File: src/rtl/loadhaz_pkg.sv
package loadhaz_pkg;

  localparam int INST_W   = 32;
  localparam int REG_W    = 5;
  localparam int OPC_W    = 7;
  localparam int NUM_SRC  = 2;
  localparam int SRC1_LSB = 15;
  localparam int SRC2_LSB = 20;

  localparam logic [OPC_W-1:0] OPC_REGREG = 7'b0110011;
  localparam logic [OPC_W-1:0] OPC_STORE  = 7'b0100011;
  localparam logic [OPC_W-1:0] OPC_BRANCH = 7'b1100011;

  typedef struct packed {
    logic instHold;
    logic pcHold;
    logic ctrlHold;
  } holdStrobes_t;

  function automatic int srcLsb(input int idx);
    return (idx == 0) ? SRC1_LSB : SRC2_LSB;
  endfunction

endpackage

File: src/rtl/loadhaz_ctrl.sv
module loadhaz_ctrl
  import loadhaz_pkg::*;
(
  input  logic [INST_W-1:0] consumerInst,
  input  logic [REG_W-1:0]  producerRd,
  input  logic              producerIsLoad,
  output holdStrobes_t      strobes
);

  logic [OPC_W-1:0]   opcode;
  logic               readsTwoRegs;
  logic [NUM_SRC-1:0] srcHit;
  logic               rdLive;
  logic               hazard;

  assign opcode = consumerInst[OPC_W-1:0];

  always_comb begin
    unique case (opcode)
      OPC_REGREG, OPC_STORE, OPC_BRANCH: readsTwoRegs = 1'b1;
      default:                           readsTwoRegs = 1'b0;
    endcase
  end

  for (genvar g = 0; g < NUM_SRC; g++) begin : g_src
    localparam int LSB = srcLsb(g);
    assign srcHit[g] = (consumerInst[LSB +: REG_W] == producerRd);
  end

  assign rdLive = |producerRd;
  assign hazard = producerIsLoad && rdLive && readsTwoRegs && (|srcHit);

  assign strobes.instHold = hazard;
  assign strobes.pcHold   = hazard;
  assign strobes.ctrlHold = hazard;

  always_comb begin
    p_load_required_r4: assert (producerIsLoad || !strobes.ctrlHold)
      else $error("hold raised without load in ID/EX");
  end

endmodule

File: src/rtl/loadhaz_path.sv
module loadhaz_path
  import loadhaz_pkg::*;
#(
  parameter int XLEN = 32
)(
  input  logic [INST_W-1:0] heldInst,
  input  logic [XLEN-1:0]   heldPc,
  input  holdStrobes_t      strobes,
  output logic [INST_W-1:0] instOut,
  output logic [XLEN-1:0]   pcOut
);

  for (genvar b = 0; b < INST_W; b++) begin : g_inst
    assign instOut[b] = heldInst[b] & strobes.instHold;
  end

  for (genvar b = 0; b < XLEN; b++) begin : g_pc
    assign pcOut[b] = heldPc[b] & strobes.pcHold;
  end

  always_comb begin
    p_idle_zero_r8: assert (strobes.pcHold || (pcOut == '0))
      else $error("PC replay nonzero while not holding");
  end

endmodule

File: src/rtl/loadhaz_unit.sv
module loadhaz_unit
  import loadhaz_pkg::*;
#(
  parameter int XLEN = 32
)(
  input  logic [31:0]     ifIdInst,
  input  logic [XLEN-1:0] ifIdPc,
  input  logic [4:0]      idExRd,
  input  logic            idExMemRead,
  output logic            instHold,
  output logic            pcHold,
  output logic            ctrlHold,
  output logic [31:0]     instReplay,
  output logic [XLEN-1:0] pcReplay
);

  holdStrobes_t strobes;

  loadhaz_ctrl u_ctrl (
    .consumerInst  (ifIdInst),
    .producerRd    (idExRd),
    .producerIsLoad(idExMemRead),
    .strobes       (strobes)
  );

  loadhaz_path #(.XLEN(XLEN)) u_path (
    .heldInst(ifIdInst),
    .heldPc  (ifIdPc),
    .strobes (strobes),
    .instOut (instReplay),
    .pcOut   (pcReplay)
  );

  assign instHold = strobes.instHold;
  assign pcHold   = strobes.pcHold;
  assign ctrlHold = strobes.ctrlHold;

  always_comb begin
    p_holds_agree_r7: assert ((instHold == pcHold) && (pcHold == ctrlHold))
      else $error("hold flags disagree");
    p_replay_inst_r8: assert (!instHold || (instReplay == ifIdInst))
      else $error("instruction replay mismatch");
    p_replay_pc_r8: assert (!pcHold || (pcReplay == ifIdPc))
      else $error("PC replay mismatch");
    p_zero_rd_r6: assert ((idExRd != '0) || !ctrlHold)
      else $error("hold raised for x0 destination");
    p_consumer_class_r5: assert (ctrlHold == 1'b0 ||
                                 ifIdInst[6:0] == OPC_REGREG ||
                                 ifIdInst[6:0] == OPC_STORE ||
                                 ifIdInst[6:0] == OPC_BRANCH)
      else $error("hold raised for non-register consumer");
  end

endmodule

File: config.mk
export PLATFORM = sky130hd
export DESIGN_NAME = loadhaz_unit
export DESIGN_NICKNAME = d
export VERILOG_FILES = /design/src/rtl/loadhaz_pkg.sv /design/src/rtl/loadhaz_ctrl.sv /design/src/rtl/loadhaz_path.sv /design/src/rtl/loadhaz_unit.sv
export SDC_FILE = /design/constraint.sdc
export NUM_CORES = 1
export LEC_CHECK = 0
export CORE_AREA = 2 2 53 55
export DETAILED_ROUTE_END_ITERATION = 6
export DIE_AREA = 0 0 55 57
export DONT_BUFFER_PORTS = 1
export GPL_TIMING_DRIVEN = 1
export SLEW_MARGIN = 20
export SYNTH_ARGS = -nofsm -noshare
export SYNTH_HDL_FRONTEND = slang
export SYNTH_HIERARCHICAL = 1
export SYNTH_SLANG_ARGS = --single-unit
File: constraint.sdc
create_clock -name vclk -period 2.68
set_clock_uncertainty 0.05 [all_clocks]
set_input_delay 0.67 -clock vclk [all_inputs]
set_output_delay 0.67 -clock vclk [all_outputs]
set_load 0.01 [all_outputs]
==> summary.md, run 1 <==
| Metric | Value |
|---|---|
| Tmin final | approximately 2700 ps |
| WL/cell | 16.98 um |
| Final worst slack | -48.97 ps |
| Failing checks | negative setup slack |
| Initial antenna violation count | 0 |
| Syn avg cell area | 7.268 um^2 |
| Starting Density | roughly a quarter |
| GRT Total Usage | roughly a tenth |
| Least-Margin Pin Slew | 351.0 ps |
| Total gr overflow | 0 |
| Setup violators final | 37 |
| Final Hold Vio Count | 0 |
| FF+latch count | 0 |
| Routed via count | around 640 |
| Sw Ratio | 46.19% |
| Placer Congestion | around 0.74 |
| Min Hold Slack | ~1400 ps |
| I/O Buffers | 0 |
| Worst path cell trace | xor2_1 -> nor3_1 -> nand3_1 -> a221oi_4 -> buf_6 -> clkbuf_16 -> and2_2 |
| DRT iter0 DRCs | 18 |
| Synth warn | 6 |
| Metal3 WL | 304 um |
| Largest net degree at the start of global routing | 40 |
| Maximum vdd drop | between 15 and 20 uV |
| Hold endpoint | pcReplay[27] |
| Crit path buf inv count | 2 |
| Int Pwr | roughly 11 uW |
| Cts hold-fix bufs | 0 |
| CP max-delay cell | a221oi_4 |
| Core ar. | 0.002615 mm^2 |
| Vias in the first global route | 598 |
| Max Fanout on Critical Path | 18 |
| Setup TNS | -1331 ps |
| DRC viols | 0 |
| Leakage power | 0.3362 nW |
| Switch Pwr | between 9 and 10 uW |
| CP required | 1960 ps |
| Crit. End Element | primary output |
| Slew headroom | 76.42% |
| Hold_sp | ifIdPc[27] |
| Storage cell area | 0 um^2 |
| Final period utilization | 101.8% |
| Sequential area share after synthesis | 0% |
| # diodes | 0 |
| Hold Path Stages | 1 |
| Total Wirelength | 2.071 mm |
| Share of cells above drive strength 1 | 79.12% |
| Die width | 55 um |
| Clock share of power | 0% |
| DIE AREA | 0.003135 mm^2 |
| Area occupied by multi-input gates | between 600 and 700 um^2 |
| Metal2 WL | approximately 1.2 mm |
| Core Rows | 19 |
| Fin nets | about 160 |
| I/O pin cnt | 137 |
| Pre-CTS WS | -82.34 ps |
| Max_cap viols | 0 |
| First-pass GRT wire length | 2.566 mm |
| Status | finished with violations |
| Die height | 57 um |
| Crit path max-delay family | simple AND/OR/NAND/NOR gates |
| Max Fclk | 366.4 MHz |
| Number of detailed-route iterations in the first pass | 4 |
| HPWL Detailed | about 1.8 mm |
| Syn Std Cell Area | 683.2 um^2 |
| Highest Signal Layer | met3 |
| M1 wire length | 580 um |
| RSZ-0062 raised after global routing | yes |
| Reg power frac | 0% |
| Syn Inst Count | 94 |
| Post-synth net total | between 150 and 200 |
| Startpoint Class | input pin |
| Max-slew violations | 0 |
| Post-synth cell types | 12 |
| Post-route ant nets | 0 |
| Kind of critical path | in2out |
| Worst min path class | in2out |
| Area Overhead vs Synth | 13.00% |
| Total power draw | 21.01 uW |
| Crit path DAT | 2010 ps |
| Gate power share | 100.0% |
| Largest stage delay on the critical path | 340 ps |
| Via-per-instance ratio | 5.213 |
| PwrDens | 27.21 mW/mm^2 |
| Fillers | roughly 260 |
| Layout Utilization | 29.52% |
| # clk buffers | 0 |
[cell families after synthesis]
logic type             Yosys count  share of synthesized area, %
AO/OA/AOI/OAI                    2                         2.929
XOR/XNOR                        10                         12.82
buffers and inverters            9                         7.692
AND/OR/NAND/NOR                 73                         76.56
[metal layers]
metal	vias to the layer above	GRT usage [%]
met5	-	0
met4	0	0
met3	0	1.571
met2	82	24.49
met1	275	8.333
li1	279	-
[what timing repair did]
action	4_1_cts	5_1_grt
cloned	0	1
endpoints found under the setup margin	38	62
setup buffers	0	0
pin swaps	3	4
gates resized for setup	1	7
[worst max path at each step]
stage / startpoint / endpoint / slack [ps] / cells past startpoint
final: idExRd[1] / pcReplay[4] / -50 / 7
after global routing: idExRd[1] / pcReplay[7] / -130 / 7
after CTS: idExRd[3] / pcReplay[31] / -60 / 7
after detailed placement: idExRd[1] / pcReplay[31] / -80 / 7
after global placement: idExRd[1] / pcReplay[30] / 20 / 7
after floorplan: idExRd[1] / instReplay[0] / 70 / 7
[cells in the mapped netlist]
library cell / instances / area, um^2
clkbuf_2: 6 / 30.03
nand2_1: 1 / 3.750
a21oi_1: 1 / 5.000
nor2_1: 2 / 7.510
nor3_1: 3 / 15.01
nand3_1: 2 / 10.01
xnor2_1: 4 / 35.03
nand4_1: 1 / 6.260
buf_4: 3 / 22.52
and2_2: 64 / 480.5
a221oi_2: 1 / 15.01
xor2_1: 6 / 52.55
[layout make-up]
type	count	area share, %
repair buffers	6	10.21
multi-input cells	85	84.77
well taps	31	5.024
[stage by stage]
| step | instance area, um^2 | instances |
|---|---|---|
| floorplan | 683.2 | 94 |
| global placement | 730.7 | 121 |
| detailed placement | 730.7 | 121 |
| CTS | 734.5 | 121 |
| global route | 772.0 | 122 |
| finish | 772.0 | 122 |
[cell usage in the layout, fill, tap and decap left out]
| cell type | instances |
|---|---|
| xnor2_1 | 4 |
| and2_4 | 6 |
| buf_12 | 1 |
| clkbuf_16 | 1 |
| buf_4 | 3 |
| buf_6 | 1 |
| xor2_1 | 6 |
| a21oi_1 | 1 |
| nor3_1 | 2 |
| and2_2 | 58 |
| nor2_1 | 2 |
| a221oi_4 | 1 |
| nand3_1 | 2 |
| nand4_1 | 1 |
| nand2_1 | 1 |
| nor3_2 | 1 |
[power groups by stage]
stage / sequential, mW / clock, mW / combinational (mW)
after global placement: 0 / 0 / 0.0182
after global routing: 0 / 0 / 0.0230
after detailed placement: 0 / 0 / 0.0193
after floorplan: 0 / 0 / 0.0162
final: 0 / 0 / 0.0210
after CTS: 0 / 0 / 0.0195
Power figures use the tool's default switching activity.
==> run 2, diff against run 1 <==
Settings changed: CELL_PAD_IN_SITES_DETAIL_PLACEMENT set to 0, CELL_PAD_IN_SITES_GLOBAL_PLACEMENT set to 2, CORE_AREA 2 2 53 55 to unset, CORE_ASPECT_RATIO set to 0.7, CORE_MARGIN set to 2, CORE_UTILIZATION set to 25, DIE_AREA 0 0 55 57 to unset, PLACE_DENSITY_LB_ADDON set to 0.1.
==> run 2 against run 1 <==
  * The run now ends clean
  * Power up 1.0%
  * Largest cell class unchanged
  * Combinational power about the same
  * Critical path depth down 1
  * Core utilization up 0.059 points
  * First-iteration DRC count down 89%
  * Worst hold slack better by 14 ps
==> summary.md, run 2 (synthesized netlist as in run 1, its figures left out) <==
| Metric | Value |
|---|---|
| Total gr overflow | 0 |
| Die height | 47.74 um |
| PwrDens | 28.31 mW/mm^2 |
| GRT Total Usage | 7.318% |
| Switch Pwr | 9.834 uW |
| DIE AREA | 0.003173 mm^2 |
| Core Rows | 15 |
| Commonest non-fill, non-tap cell in the layout | and2_2 |
| Largest stage delay on the critical path | roughly 390 ps |
| Crit. Startpoint | idExRd[3] |
| Crit. End Element | primary output |
| CP max-delay cell | a221oi_4 |
| I/O pin cnt | 137 |
| Startpoint Class | input pin |
| Via-per-instance ratio | roughly 4.8 |
| Leakage power | ~0.32 nW |
| Setup violators final | 0 |
| Reg power frac | 0% |
| Placed cell count | 123 |
| Post-CTS Setup Bufs | 0 |
| WL/cell | about 14 um |
| RSZ-0062 raised after global routing | yes |
| Core ar. | 0.002534 mm^2 |
| DRT iter0 DRCs | 2 |
| Area Overhead vs Synth | 9.707% |
| Share of cells above drive strength 1 | between 70 and 80% |
| HPWL Detailed | 1.601 mm |
| FF+latch count | 0 |
| Max Fanout on Critical Path | 37 |
| Max Fclk | 376.0 MHz |
| Post-route ant nets | 0 |
| Starting Density | a little over a quarter |
| Placer Congestion | between 0.6 and 0.7 |
| Vias in the first global route | 403 |
| Final period utilization | between 90% and 100% |
| Crit path DAT | 1940 ps |
| Layout Utilization | 29.58% |
| Number of detailed-route iterations in the first pass | 2 |
| Total power draw | 21.21 uW |
| Worst path cell trace | xor2_1 -> nor3_2 -> nand3_2 -> a221oi_4 -> buf_12 -> and2_2 |
| Least-Margin Pin Slew | 400.5 ps |
| Gate power share | 100.0% |
| CP required | about 2000 ps |
| Instance count on the critical path | 6 |
| Crit path to | pcReplay[18] |
| Initial antenna violation count | 0 |
| Storage cell area | 0 um^2 |
| Status | complete, no violations |
| Clock share of power | 0% |
| Post-route insts no fill | 123 |
| Kind of critical path | in2out |
| Int Pwr | roughly 11 uW |
| Die width | approximately 66 um |
| Sw Ratio | between 40% and 50% |
| DRC viols | 0 |
| Slew headroom | 73.10% |
| Hold Path Stages | 1 |
| Largest net degree at the start of global routing | 38 |
| Worst min path class | in2out |
| First-pass GRT wire length | 1.807 mm |
| Final Hold Vio Count | 0 |
| Crit path max-delay family | simple AND/OR/NAND/NOR gates |
| Routed via count | 587 |
| Max-slew violations | 0 |
| Crit path buf inv count | 1 |
| Most frequent cells in the layout | and2_2 (64), xor2_1 (6), xnor2_1 (4) |
| Total Wirelength | 1.774 mm |
| Tmin final | ~2700 ps |
| Fin nets | 161 |
| Max_cap viols | 0 |
| # diodes | 0 |
| # clk buffers | 0 |
| I/O Buffers | 0 |
| Maximum vdd drop | ~6.5 uV |
==> run 2: changes by cell type in the layout (fill, tap and decap cells not counted) <==
cell       change
clkbuf_16      -1
nand3_1        -1
buf_6          -1
buf_4          -1
buf_12         +1
and2_4         -6
and2_2         +6
nand3_2        +1
==> run 2: layout make-up <==
| type | count | area [um^2] |
|---|---|---|
| Fill cell | 264 | 1784 |
| Multi-Input combinational cell | 85 | 651.9 |
| Tap cell | 34 | 42.54 |
| Timing Repair Buffer | 4 | 55.05 |
==> run 2: through the flow <==
stage | TNS [ps] | hold slack (ps) | setup slack, ps | instance area, um^2
final | 0 | 1435 | 20.31 | 749.5
after global routing | -5451 | 1438 | -95.85 | 749.5
after CTS | -2476 | 1436 | -49.98 | 714.4
after detailed placement | -2186 | 1436 | -47.31 | 714.4
after global placement | -47.42 | 1438 | -11.75 | 714.4
after floorplan | 0 | 1434 | 68.39 | 683.2
==> run 2: metal layers <==
| metal | vias up | routed length [um] | GRT usage [%] |
|---|---|---|---|
| met5 | - | 0 | 0 |
| met4 | 0 | 0 | 0 |
| met3 | 0 | 244 | 1.412 |
| met2 | 59 | 939 | 15.40 |
| met1 | 251 | 591 | 8.333 |
| li1 | 277 | - | - |
==> run 2: what timing repair did <==
item | CTS | global route
pin swaps | 0 | 2
resized for setup | 0 | 8
hold buffers | 0 | 0
hold endpoints to repair | 0 | 0
endpoints found under the setup margin | 64 | 66
==> run 2: worst min path at each step <==
stage,start,endpoint
2_1_floorplan,ifIdInst[0],instReplay[0]
3_3_place_gp,ifIdInst[8],instReplay[8]
3_5_place_dp,ifIdInst[26],instReplay[26]
4_1_cts,ifIdInst[26],instReplay[26]
5_1_grt,ifIdInst[1],instReplay[1]
6_report,ifIdInst[30],instReplay[30]
==> run 2: power by group through the flow <==
stage                     combinational [mW]  sequential (mW)  clock, mW
after CTS                             0.0191                0          0
after detailed placement              0.0189                0          0
after global routing                  0.0233                0          0
after global placement                0.0190                0          0
after floorplan                       0.0162                0          0
final                                 0.0212                0          0
==> run 3, diff against run 2 <==
Settings changed: CORE_MARGIN 2 to unset, SYNTH_HIERARCHICAL 1 to unset.
==> run 3 against run 2 <==
  * First-iteration DRC count grew to 7.5 times the previous value
  * Worst hold slack gained 10 ps
  * Non-clock buffer count shrank 1
  * Setup slack gained 180 ps
  * Clock-buffer cell count is the same
  * Combinational power grew 110%
  * Synthesized area grew 1.6%
  * Power grew 110%
  * Sequential share of layout area is the same
  * Core utilization shrank 3.4 points
  * Design area shrank 11%
==> summary.md, run 3 <==
| Metric | Value |
|---|---|
| Tmin final | 2483 ps |
| Top cells by area, synth | and3_1 (50%), xnor2_1 (13%), buf_6 (9.7%) |
| DIE AREA | 0.002996 mm^2 |
| DRT iter0 DRCs | 15 |
| Crit. End Element | primary output |
| Syn avg cell area | approximately 6.9 um^2 |
| DRC viols | 0 |
| Yosys top cell by area | and3_1 |
| I/O pin cnt | 137 |
| Area post-placement | 668.1 um^2 |
| Final Cell Area | between 600 and 700 um^2 |
| Share of cells above drive strength 1 | 8.989% |
| Crit path DAT | 1760 ps |
| Storage cell area | 0 um^2 |
| # clk buffers | 0 |
| Max Fclk | roughly 400 MHz |
| Syn Std Cell Area | 694.4 um^2 |
| Fin nets | roughly 160 |
| Cts hold-fix bufs | 0 |
| HPWL Detailed | 1.600 mm |
| Total Wirelength | 2.042 mm |
| RSZ-0062 raised after global routing | no |
| Post-CTS Resized | 0 |
| Core ar. | 0.002552 mm^2 |
| Setup TNS | 0 ps |
| Sequential area share after synthesis | 0% |
| Core Rows | 15 |
| Synth warn | 0 |
| Max-slew violations | 0 |
| Routed via count | 682 |
| # diodes | 0 |
| Total gr overflow | 0 |
| First-pass GRT wire length | 2.408 mm |
| Final period utilization | 92.66% |
| Die height | 46.10 um |
| Status | complete, no violations |
| Synth top area share | between 50% and 60% |
| Post-synth cell types | 16 |
| Vias in the first global route | around 450 |
| Total power draw | 45.22 uW |
| Setup violators final | 0 |
| Post-CTS Setup Bufs | 0 |
| Initial antenna violation count | 0 |
| GRT Total Usage | 10.20% |
| Maximum vdd drop | 42.97 uV |
| Placer Congestion | 0.6439 |
| FF+latch count | 0 |
| Starting Density | 27.21% |
| Post-route ant nets | 0 |
| Most common cell in the netlist | and3_1 |
| Synth cell count leaders | and3_1 (56), xnor2_1 (10), buf_6 (6), clkbuf_2 (6) |
| PwrDens | 67.68 mW/mm^2 |
| Worst min path class | in2out |
| Die width | approximately 65 um |
| Largest net degree at the start of global routing | 64 |
| Area Overhead vs Synth | -3.784% |
| Max_cap viols | 0 |
| Final Hold Vio Count | 0 |
| Commonest non-fill, non-tap cell in the layout | and3_1 |
| Leakage power | 0.4357 nW |
| Number of detailed-route iterations in the first pass | 4 |
| Startpoint Class | input pin |
| Syn Inst Count | 101 |
| Via-per-instance ratio | 5.545 |
| WL/cell | 16.60 um |
| CP required | 1960 ps |
| I/O Buffers | 0 |
| Kind of critical path | in2out |
| Most frequent cells in the layout | and3_1 (56), xnor2_1 (10), and2_1 (4) |
| Max Fanout on Critical Path | 63 |
## run 3: changes by cell type in the layout (fill, tap and decap cells not counted), moves of 2 or more
| cell | delta |
|---|---|
| and3_1 | +56 |
| xnor2_1 | +6 |
| nand2_1 | +2 |
| and2_1 | +4 |
| xor2_1 | -6 |
| and2_2 | -64 |
| and3_2 | +3 |
| conb_1 | +2 |
## run 3: kinds of logic (layout without fill, tap and decap cells)
family,count (synthesis),count (layout),synth area share (%)
buffers and inverters,16,3,18.38
xor gates and xnor gates,10,10,12.61
other,1,2,0.5400
and+or+nand+nor,72,72,64.32
AOI/OAI and AO/OA,2,2,4.144
## run 3: worst paths after layout
path | startpoint | endpoint | cells past startpoint
max | ifIdInst[2] | ctrlHold | 6
min | ifIdInst[30] | instReplay[30] | 1
## run 3: final cells by class
type                            instances  area (um^2)
Timing Repair Buffer                    3        47.55
Multi-Input combinational cell         86        578.1
Fill cell                             287         1884
Tap cell                               34        42.54
## run 3: critical path, cell delays in order
cell      delay [ps]
and4bb_1         240
nand4_1          150
a21oi_4          170
buf_12           220
and2_1           150
buf_4            150
## run 3: power breakdown
part / internal (mW) / leakage (nW) / switching (mW)
logic: 0.0205 / 0.436 / 0.0247
clock network: 0 / 0 / 0
registers: 0 / 0 / 0
total: 0.0205 / 0.436 / 0.0247
## run 3: routing by layer
layer	GRT usage [%]	part of all wire, %	vias to the layer above
met3	0.9901	10	0
met4	0	0	0
met5	0	0	-
met1	14.53	42	291
met2	17.71	48	62
li1	-	-	329
## run 3: per-stage QoR
step / instances / hold slack, ps / utilization [%] / setup WS (ps)
finish: 123 / 1446 / 26.18 / 196.6
global route: 123 / 1447 / 26.18 / 123.1
CTS: 123 / 1445 / 26.18 / 195.1
detailed placement: 123 / 1445 / 26.18 / 205.6
global placement: 123 / 1448 / 26.18 / 227.2
floorplan: 102 / 1445 / - / 165.3
